## src/rtl/cmp_chan_pkg.sv

```systemverilog
package cmp_chan_pkg;

   // Register selects on the CPU side
   localparam logic [1:0] SEL_LO  = 2'd0;
   localparam logic [1:0] SEL_HI  = 2'd1;
   localparam logic [1:0] SEL_CTL = 2'd2;
   localparam logic [1:0] SEL_FLG = 2'd3;

   // Control byte layout
   localparam int CTL_FORCE_BIT = 2;
   localparam int FLG_CLR_BIT   = 0;

   typedef enum logic [1:0] {
      ACT_HOLD   = 2'b00,
      ACT_TOGGLE = 2'b01,
      ACT_CLEAR  = 2'b10,
      ACT_SET    = 2'b11
   } act_e;

endpackage

```

## src/rtl/cmp_chan_regs.sv

```systemverilog
module cmp_chan_regs
   import cmp_chan_pkg::*;
#(
   parameter int              BUS_W        = 8,
   parameter int              CNT_W        = 16,
   parameter bit              DBUF_SUPPORT = 1'b1,
   parameter logic [CNT_W-1:0] RST_CMP     = '0
) (
   input  logic             clk,
   input  logic             rst_n,
   input  logic             bus_wr,
   input  logic [1:0]       bus_sel,
   input  logic [BUS_W-1:0] bus_wdata,
   input  logic             dbuf_en,
   input  logic             upd_stb,
   output logic [CNT_W-1:0] cmp_act,
   output logic [CNT_W-1:0] cmp_vis
);

   localparam int HI_W = CNT_W - BUS_W;

   logic             wr_hi;
   logic             wr_lo;
   logic [HI_W-1:0]  stage_q;
   logic [CNT_W-1:0] word_in;
   logic [CNT_W-1:0] act_q;

   assign wr_hi   = bus_wr && (bus_sel == SEL_HI);
   assign wr_lo   = bus_wr && (bus_sel == SEL_LO);
   assign word_in = {stage_q, bus_wdata};

   // Staging byte for the upper half of the word
   always_ff @(posedge clk) begin
      if (!rst_n)      stage_q <= '0;
      else if (wr_hi)  stage_q <= bus_wdata[HI_W-1:0];
   end

   generate
      if (DBUF_SUPPORT) begin : g_shadow
         logic [CNT_W-1:0] shd_q;

         always_ff @(posedge clk) begin
            if (!rst_n)                 shd_q <= RST_CMP;
            else if (wr_lo && dbuf_en)  shd_q <= word_in;
         end

         always_ff @(posedge clk) begin
            if (!rst_n)                  act_q <= RST_CMP;
            else if (upd_stb && dbuf_en) act_q <= shd_q;
            else if (wr_lo && !dbuf_en)  act_q <= word_in;
         end

         assign cmp_vis = dbuf_en ? shd_q : act_q;
      end else begin : g_direct
         logic unused_ctl;
         assign unused_ctl = ^{dbuf_en, upd_stb};

         always_ff @(posedge clk) begin
            if (!rst_n)      act_q <= RST_CMP;
            else if (wr_lo)  act_q <= word_in;
         end

         assign cmp_vis = act_q;
      end
   endgenerate

   assign cmp_act = act_q;

endmodule

```

## src/rtl/cmp_chan_match.sv

```systemverilog
module cmp_chan_match #(
   parameter int CNT_W = 16
) (
   input  logic             clk,
   input  logic             rst_n,
   input  logic             tick,
   input  logic             cnt_wr,
   input  logic [CNT_W-1:0] cnt_val,
   input  logic [CNT_W-1:0] cmp_act,
   output logic             hit
);

   // Pending mask: armed by a counter write, consumed by the next tick
   logic mask_q;

   always_ff @(posedge clk) begin
      if (!rst_n)      mask_q <= 1'b0;
      else if (cnt_wr) mask_q <= 1'b1;
      else if (tick)   mask_q <= 1'b0;
   end

   assign hit = tick && !cnt_wr && !mask_q && (cnt_val == cmp_act);

endmodule

```

## src/rtl/cmp_chan_ctl.sv

```systemverilog
module cmp_chan_ctl
   import cmp_chan_pkg::*;
#(
   parameter int BUS_W = 8
) (
   input  logic             clk,
   input  logic             rst_n,
   input  logic             bus_wr,
   input  logic [1:0]       bus_sel,
   input  logic [BUS_W-1:0] bus_wdata,
   input  logic             pwm_mode,
   input  logic             hit,
   output act_e             act_mode,
   output logic             flag,
   output logic             wave
);

   logic ctl_wr;
   logic flg_clr;
   logic force_ev;
   logic event_any;
   act_e eff_mode;
   act_e mode_q;
   logic wave_q;
   logic wave_d;
   logic flag_q;

   assign ctl_wr    = bus_wr && (bus_sel == SEL_CTL);
   assign flg_clr   = bus_wr && (bus_sel == SEL_FLG) && bus_wdata[FLG_CLR_BIT];
   assign eff_mode  = ctl_wr ? act_e'(bus_wdata[1:0]) : mode_q;
   assign force_ev  = ctl_wr && bus_wdata[CTL_FORCE_BIT] && !pwm_mode;
   assign event_any = hit || force_ev;

   always_comb begin
      wave_d = wave_q;
      if (event_any) begin
         case (eff_mode)
            ACT_TOGGLE: wave_d = !wave_q;
            ACT_CLEAR:  wave_d = 1'b0;
            ACT_SET:    wave_d = 1'b1;
            default:    wave_d = wave_q;
         endcase
      end
   end

   always_ff @(posedge clk) begin
      if (!rst_n) begin
         mode_q <= ACT_HOLD;
         wave_q <= 1'b0;
         flag_q <= 1'b0;
      end else begin
         if (ctl_wr) mode_q <= eff_mode;
         wave_q <= wave_d;
         if (hit)          flag_q <= 1'b1;
         else if (flg_clr) flag_q <= 1'b0;
      end
   end

   assign act_mode = mode_q;
   assign flag     = flag_q;
   assign wave     = wave_q;

endmodule

```

## src/rtl/cmp_chan.sv

```systemverilog
module cmp_chan
   import cmp_chan_pkg::*;
#(
   parameter int               BUS_W        = 8,
   parameter int               CNT_W        = 16,
   parameter bit               DBUF_SUPPORT = 1'b1,
   parameter logic [CNT_W-1:0] RST_CMP      = '0
) (
   input  logic             clk,
   input  logic             rst_n,
   input  logic [CNT_W-1:0] cnt_val,
   input  logic             tick,
   input  logic             cnt_wr,
   input  logic             pwm_mode,
   input  logic             dbuf_en,
   input  logic             upd_stb,
   input  logic             bus_wr,
   input  logic [1:0]       bus_sel,
   input  logic [BUS_W-1:0] bus_wdata,
   output logic [BUS_W-1:0] bus_rdata,
   output logic [CNT_W-1:0] cmp_active,
   output logic             cmp_flag,
   output logic             wave_out
);

   generate
      if (CNT_W != 2 * BUS_W) begin : g_bad_width
         $error("cmp_chan: CNT_W must be twice BUS_W");
      end
      if (BUS_W < 3) begin : g_bad_bus
         $error("cmp_chan: BUS_W must hold the control bits");
      end
   endgenerate

   logic [CNT_W-1:0] vis_w;
   logic             hit_w;
   act_e             mode_w;

   cmp_chan_regs #(
      .BUS_W(BUS_W), .CNT_W(CNT_W),
      .DBUF_SUPPORT(DBUF_SUPPORT), .RST_CMP(RST_CMP)
   ) u_regs (
      .clk(clk), .rst_n(rst_n),
      .bus_wr(bus_wr), .bus_sel(bus_sel), .bus_wdata(bus_wdata),
      .dbuf_en(dbuf_en), .upd_stb(upd_stb),
      .cmp_act(cmp_active), .cmp_vis(vis_w)
   );

   cmp_chan_match #(.CNT_W(CNT_W)) u_match (
      .clk(clk), .rst_n(rst_n),
      .tick(tick), .cnt_wr(cnt_wr),
      .cnt_val(cnt_val), .cmp_act(cmp_active),
      .hit(hit_w)
   );

   cmp_chan_ctl #(.BUS_W(BUS_W)) u_ctl (
      .clk(clk), .rst_n(rst_n),
      .bus_wr(bus_wr), .bus_sel(bus_sel), .bus_wdata(bus_wdata),
      .pwm_mode(pwm_mode), .hit(hit_w),
      .act_mode(mode_w), .flag(cmp_flag), .wave(wave_out)
   );

   always_comb begin
      bus_rdata = '0;
      case (bus_sel)
         SEL_LO:  bus_rdata = vis_w[BUS_W-1:0];
         SEL_HI:  bus_rdata = vis_w[CNT_W-1:BUS_W];
         SEL_CTL: bus_rdata[1:0] = mode_w;
         default: bus_rdata[FLG_CLR_BIT] = cmp_flag;
      endcase
   end

endmodule

```

## config.mk

```make
export PLATFORM = sky130hd
export DESIGN_NAME = cmp_chan
export DESIGN_NICKNAME = d
export VERILOG_FILES = /design/src/rtl/cmp_chan_pkg.sv /design/src/rtl/cmp_chan_regs.sv /design/src/rtl/cmp_chan_match.sv /design/src/rtl/cmp_chan_ctl.sv /design/src/rtl/cmp_chan.sv
export SDC_FILE = /design/constraint.sdc
export NUM_CORES = 1
export LEC_CHECK = 0
export CAP_MARGIN = 20
export CELL_PAD_IN_SITES_DETAIL_PLACEMENT = 1
export CELL_PAD_IN_SITES_GLOBAL_PLACEMENT = 1
export CORE_MARGIN = 3
export CORE_UTILIZATION = 42
export DETAILED_ROUTE_END_ITERATION = 12
export DONT_BUFFER_PORTS = 1
export PLACE_DENSITY_LB_ADDON = 0.1
export SYNTH_ARGS = -nofsm -noshare
export SYNTH_HDL_FRONTEND = slang
export SYNTH_HIERARCHICAL = 1
export SYNTH_SLANG_ARGS = --single-unit
export TNS_END_PERCENT = 50
```

## constraint.sdc

```tcl
create_clock -name clk -period 1.65 [get_ports clk]
set_input_delay 0.33 -clock clk [delete_from_list [all_inputs] [get_ports clk]]
set_output_delay 0.33 -clock clk [all_outputs]
set_load 0.01 [all_outputs]
```

==> flow_metrics.env <==
export IMPL_synth_distinct_cells=37
export IMPL_fin_util=0.5145
export IMPL_path_clk_slew_ns=0.09
export IMPL_setup_viol=5
export IMPL_critPathLaunchType="flip-flop"
export IMPL_finalWorstSetupSlack_ns=-0.4507
export IMPL_grt_pass1_vias=2166
export IMPL_reg2reg_slack_ns=-0.45
export IMPL_cp_arrival_ns=2.31
export IMPL_power_internal_mw=1.807
export IMPL_max_clock_path_buffers=2
export IMPL_drc=0
export IMPL_grt_first_pass_wirelength_um=11340
export IMPL_endpoint="u_ctl/wave$_SDFFE_PN0P_"
export IMPL_ir_worst_vdd_v=0.0003285
export IMPL_holdCritPathClass="input pin to flip-flop"
export IMPL_die_height_um=82.38
export IMPL_cp_max_fo=2
export IMPL_track_usage=0.2244
export IMPL_cts_hold_buf=0
export IMPL_insertion_delay_ns=0.30
export IMPL_vias=2083
export IMPL_syn_area_sq_um=2450
export IMPL_r2r_cells=9
export IMPL_min_period_over_period=1.273
export IMPL_finalHoldViolations=0
export IMPL_area_growth_pct=17.06
export IMPL_core_sq_um=5574
export IMPL_cp_end_kind="flip-flop"
export IMPL_finalCriticalPeriod_ns=2.101
export IMPL_synthCells=275
export IMPL_drive_above_1_share=0.2584
export IMPL_antenna_found_initial=0
export IMPL_status="complete, but fails checks"
export IMPL_gp_congestion=0.7468
export IMPL_rows=27
export IMPL_dieArea_sq_um=6786
export IMPL_wl_per_cell_um=19.59
export IMPL_grt_overflow=0
export IMPL_r2r_start="u_regs/cmp_act[6]$_SDFFE_PN0P_"
export IMPL_p_switching_mw=0.5894
export IMPL_r2r_end="u_ctl/wave$_SDFFE_PN0P_"
export IMPL_cts_made_buffers=5
export IMPL_seq_power_share=0.486
export IMPL_combPwrFrac=0.145
export IMPL_startpoint="u_regs/cmp_act[6]$_SDFFE_PN0P_"
export IMPL_drv_cap=0
export IMPL_leakage_nw=1.179
export IMPL_max_freq_ghz=0.4760
export IMPL_relSlewSlack=0.7014
export IMPL_swShare=0.2459
export IMPL_power_density_nw_per_um2=835.7
export IMPL_synth_fp_nets=309
export IMPL_register_area_sq_um=909.6
export IMPL_final_instance_count_excl_fill=370
export IMPL_ant_nets=0
export IMPL_crit_type="flip-flop to flip-flop"
export IMPL_multiInputGateArea_sq_um=1451
export IMPL_place_detailed_hpwl_um=5009
export IMPL_clockPowerShare=0.369
export IMPL_rsz0062_at_grt="true"
export IMPL_tightestPinTransition_ns=0.4479
export IMPL_clkSinkCount=45
export IMPL_htree_num_levels=2
export IMPL_fin_nets=331
export IMPL_start_util=0.4395
export IMPL_yosysWarnings=6
export IMPL_antenna_diode_count=0
export IMPL_wl_um=7247
export IMPL_ios=60
export IMPL_via_per_inst=5.630
export IMPL_die_w_um=82.38
export IMPL_place_inst=359
export IMPL_report_final_slew_viol_count=0
export IMPL_ys_seq_elements=45
export IMPL_root_buffer="clkbuf_8"
export IMPL_portBuffers=0
export IMPL_violations="negative setup slack"
export IMPL_n_fill_cell=665
export IMPL_grt_start_max_net_pins=47
export IMPL_avgSynthCellArea_sq_um=8.909
export IMPL_first_iter_violations=93
export IMPL_yosysSeqAreaShare=0.3677
export IMPL_cp_required_ns=1.86
export IMPL_skew_ns=0.009184
export IMPL_firstDrtPassIters=4
export IMPL_cts_tree="built"
registers in the layout, indices dropped and copies added (netlist names):
| register | cells |
|---|---|
| u_regs/cmp_act | 16 |
| u_regs/g_shadow.shd_q | 16 |
| u_regs/stage_q | 8 |
| u_ctl/act_mode | 2 |
| u_ctl/flag | 1 |
| u_ctl/wave | 1 |
| u_match/mask_q | 1 |
worst min-delay path by stage:
| stage | depth (start not counted) | end | startpoint | slack, ns |
|---|---|---|---|---|
| after floorplan | 2 | u_regs/g_shadow.shd_q[2]$_SDFFE_PN0P_ | u_regs/g_shadow.shd_q[2]$_SDFFE_PN0P_ | 0.44 |
| after global placement | 1 | u_match/mask_q$_SDFFE_PN0P_ | rst_n | 0.46 |
| after detailed placement | 1 | u_match/mask_q$_SDFFE_PN0P_ | rst_n | 0.46 |
| after CTS | 1 | u_match/mask_q$_SDFFE_PN0P_ | rst_n | 0.14 |
| after global routing | 1 | u_match/mask_q$_SDFFE_PN0P_ | rst_n | 0.13 |
| final | 1 | u_match/mask_q$_SDFFE_PN0P_ | cnt_wr | 0.14 |
critical path, stage by stage, from the launching register on:
cell,delay [ns]
dfxtp_2,0.34
xor2_2,0.15
nor4_2,0.28
buf_4,0.16
nand4_1,0.08
nor4_2,0.29
inv_1,0.09
o31a_1,0.13
a211o_1,0.23
a32o_1,0.25
stage by stage:
stage	setup TNS, ns	hold slack (ns)	worst slack [ns]	instance area [sq um]	power [mW]
after floorplan	-0.2949	0.4448	-0.1524	2450	1.428
after global placement	-0.3414	0.4558	-0.3414	2656	1.507
after CTS	-0.6839	0.1370	-0.3692	2785	2.401
final	-0.8686	0.1417	-0.4507	2868	2.397
after global routing	-1.557	0.1340	-0.6464	2868	2.505
after detailed placement	-0.3411	0.4563	-0.3411	2656	1.514
cell families (layout without fill, tap and decap cells):
family / after synthesis / after routing / synth area share
buffers and inverters: 23 / 46 / 0.05669
flip-flops: 45 / 45 / 0.3677
AND/OR/NAND/NOR: 101 / 101 / 0.2038
XOR/XNOR: 18 / 18 / 0.06435
AO/OA/AOI/OAI: 55 / 55 / 0.1593
multiplexers: 33 / 33 / 0.1481
cell type report:
class / instances / area share
multi-input combinational: 207 / 0.5061
inverter: 2 / 0.002618
timing repair buffer: 36 / 0.1021
clock inverter: 1 / 0.01047
sequential: 45 / 0.3172
clock buffer: 7 / 0.03010
tap: 72 / 0.03141
routing by layer:
| layer | global-route usage | vias up | wire length (um) | part of all wire |
|---|---|---|---|---|
| met5 | 0 | - | 0 | 0 |
| met3 | 0.04881 | 4 | 389 | 0.054 |
| met2 | 0.4063 | 42 | 3721 | 0.51 |
| li1 | - | 1004 | - | - |
| met4 | 0.03987 | 0 | 54 | 0.0075 |
| met1 | 0.2729 | 1033 | 3081 | 0.43 |
layout by cell type, fill, tap and decap left out, types with 7 or more instances in the layout:
master    instances
nand2_1          66
dfxtp_1          38
buf_4            30
xor2_1           16
o31ai_1          16
a31oi_1          16
mux2i_1          15
mux2_2           13
a21boi_0         13
nor2b_1          11
nor2_1            7
dfxtp_2           7
cells in the mapped netlist, drive strengths merged:
| master | n | area [sq um] |
|---|---|---|
| a211o | 1 | 8.760 |
| a21boi | 16 | 120.1 |
| a21oi | 1 | 5.000 |
| a31oi | 16 | 100.1 |
| a32o | 1 | 10.01 |
| and2 | 1 | 6.260 |
| and4bb | 1 | 12.51 |
| buf | 17 | 115.1 |
| clkbuf | 4 | 16.26 |
| dfxtp | 45 | 900.9 |
| inv | 2 | 7.510 |
| mux2 | 16 | 180.2 |
| mux2i | 16 | 160.2 |
| mux4 | 1 | 22.52 |
| nand2 | 66 | 247.7 |
| nand3 | 1 | 5.000 |
| nand3b | 3 | 35.03 |
| nand4 | 2 | 12.51 |
| nand4bb | 1 | 11.26 |
| nor2 | 8 | 30.03 |
| nor2b | 11 | 68.82 |
| nor4 | 4 | 31.28 |
| nor4b | 2 | 32.53 |
| o21a | 1 | 7.510 |
| o21ai | 2 | 10.01 |
| o31a | 1 | 8.760 |
| o31ai | 16 | 120.1 |
| or2 | 1 | 6.260 |
| xnor2 | 1 | 8.760 |
| xor2 | 17 | 148.9 |
repair_timing:
item	in CTS	in global routing
endpoints found under the setup margin	3	10
pin swaps	1	4
setup buffers	0	3
gates resized for setup	7	16
power groups by stage:
stage | combinational [mW] | sequential [mW] | clock [mW]
3_3_place_gp | 0.324 | 1.18 | 0
6_report | 0.348 | 1.17 | 0.883
5_1_grt | 0.381 | 1.17 | 0.953
4_1_cts | 0.333 | 1.16 | 0.906
3_5_place_dp | 0.329 | 1.19 | 0
2_1_floorplan | 0.225 | 1.20 | 0
(Power assumes the default switching activity.)
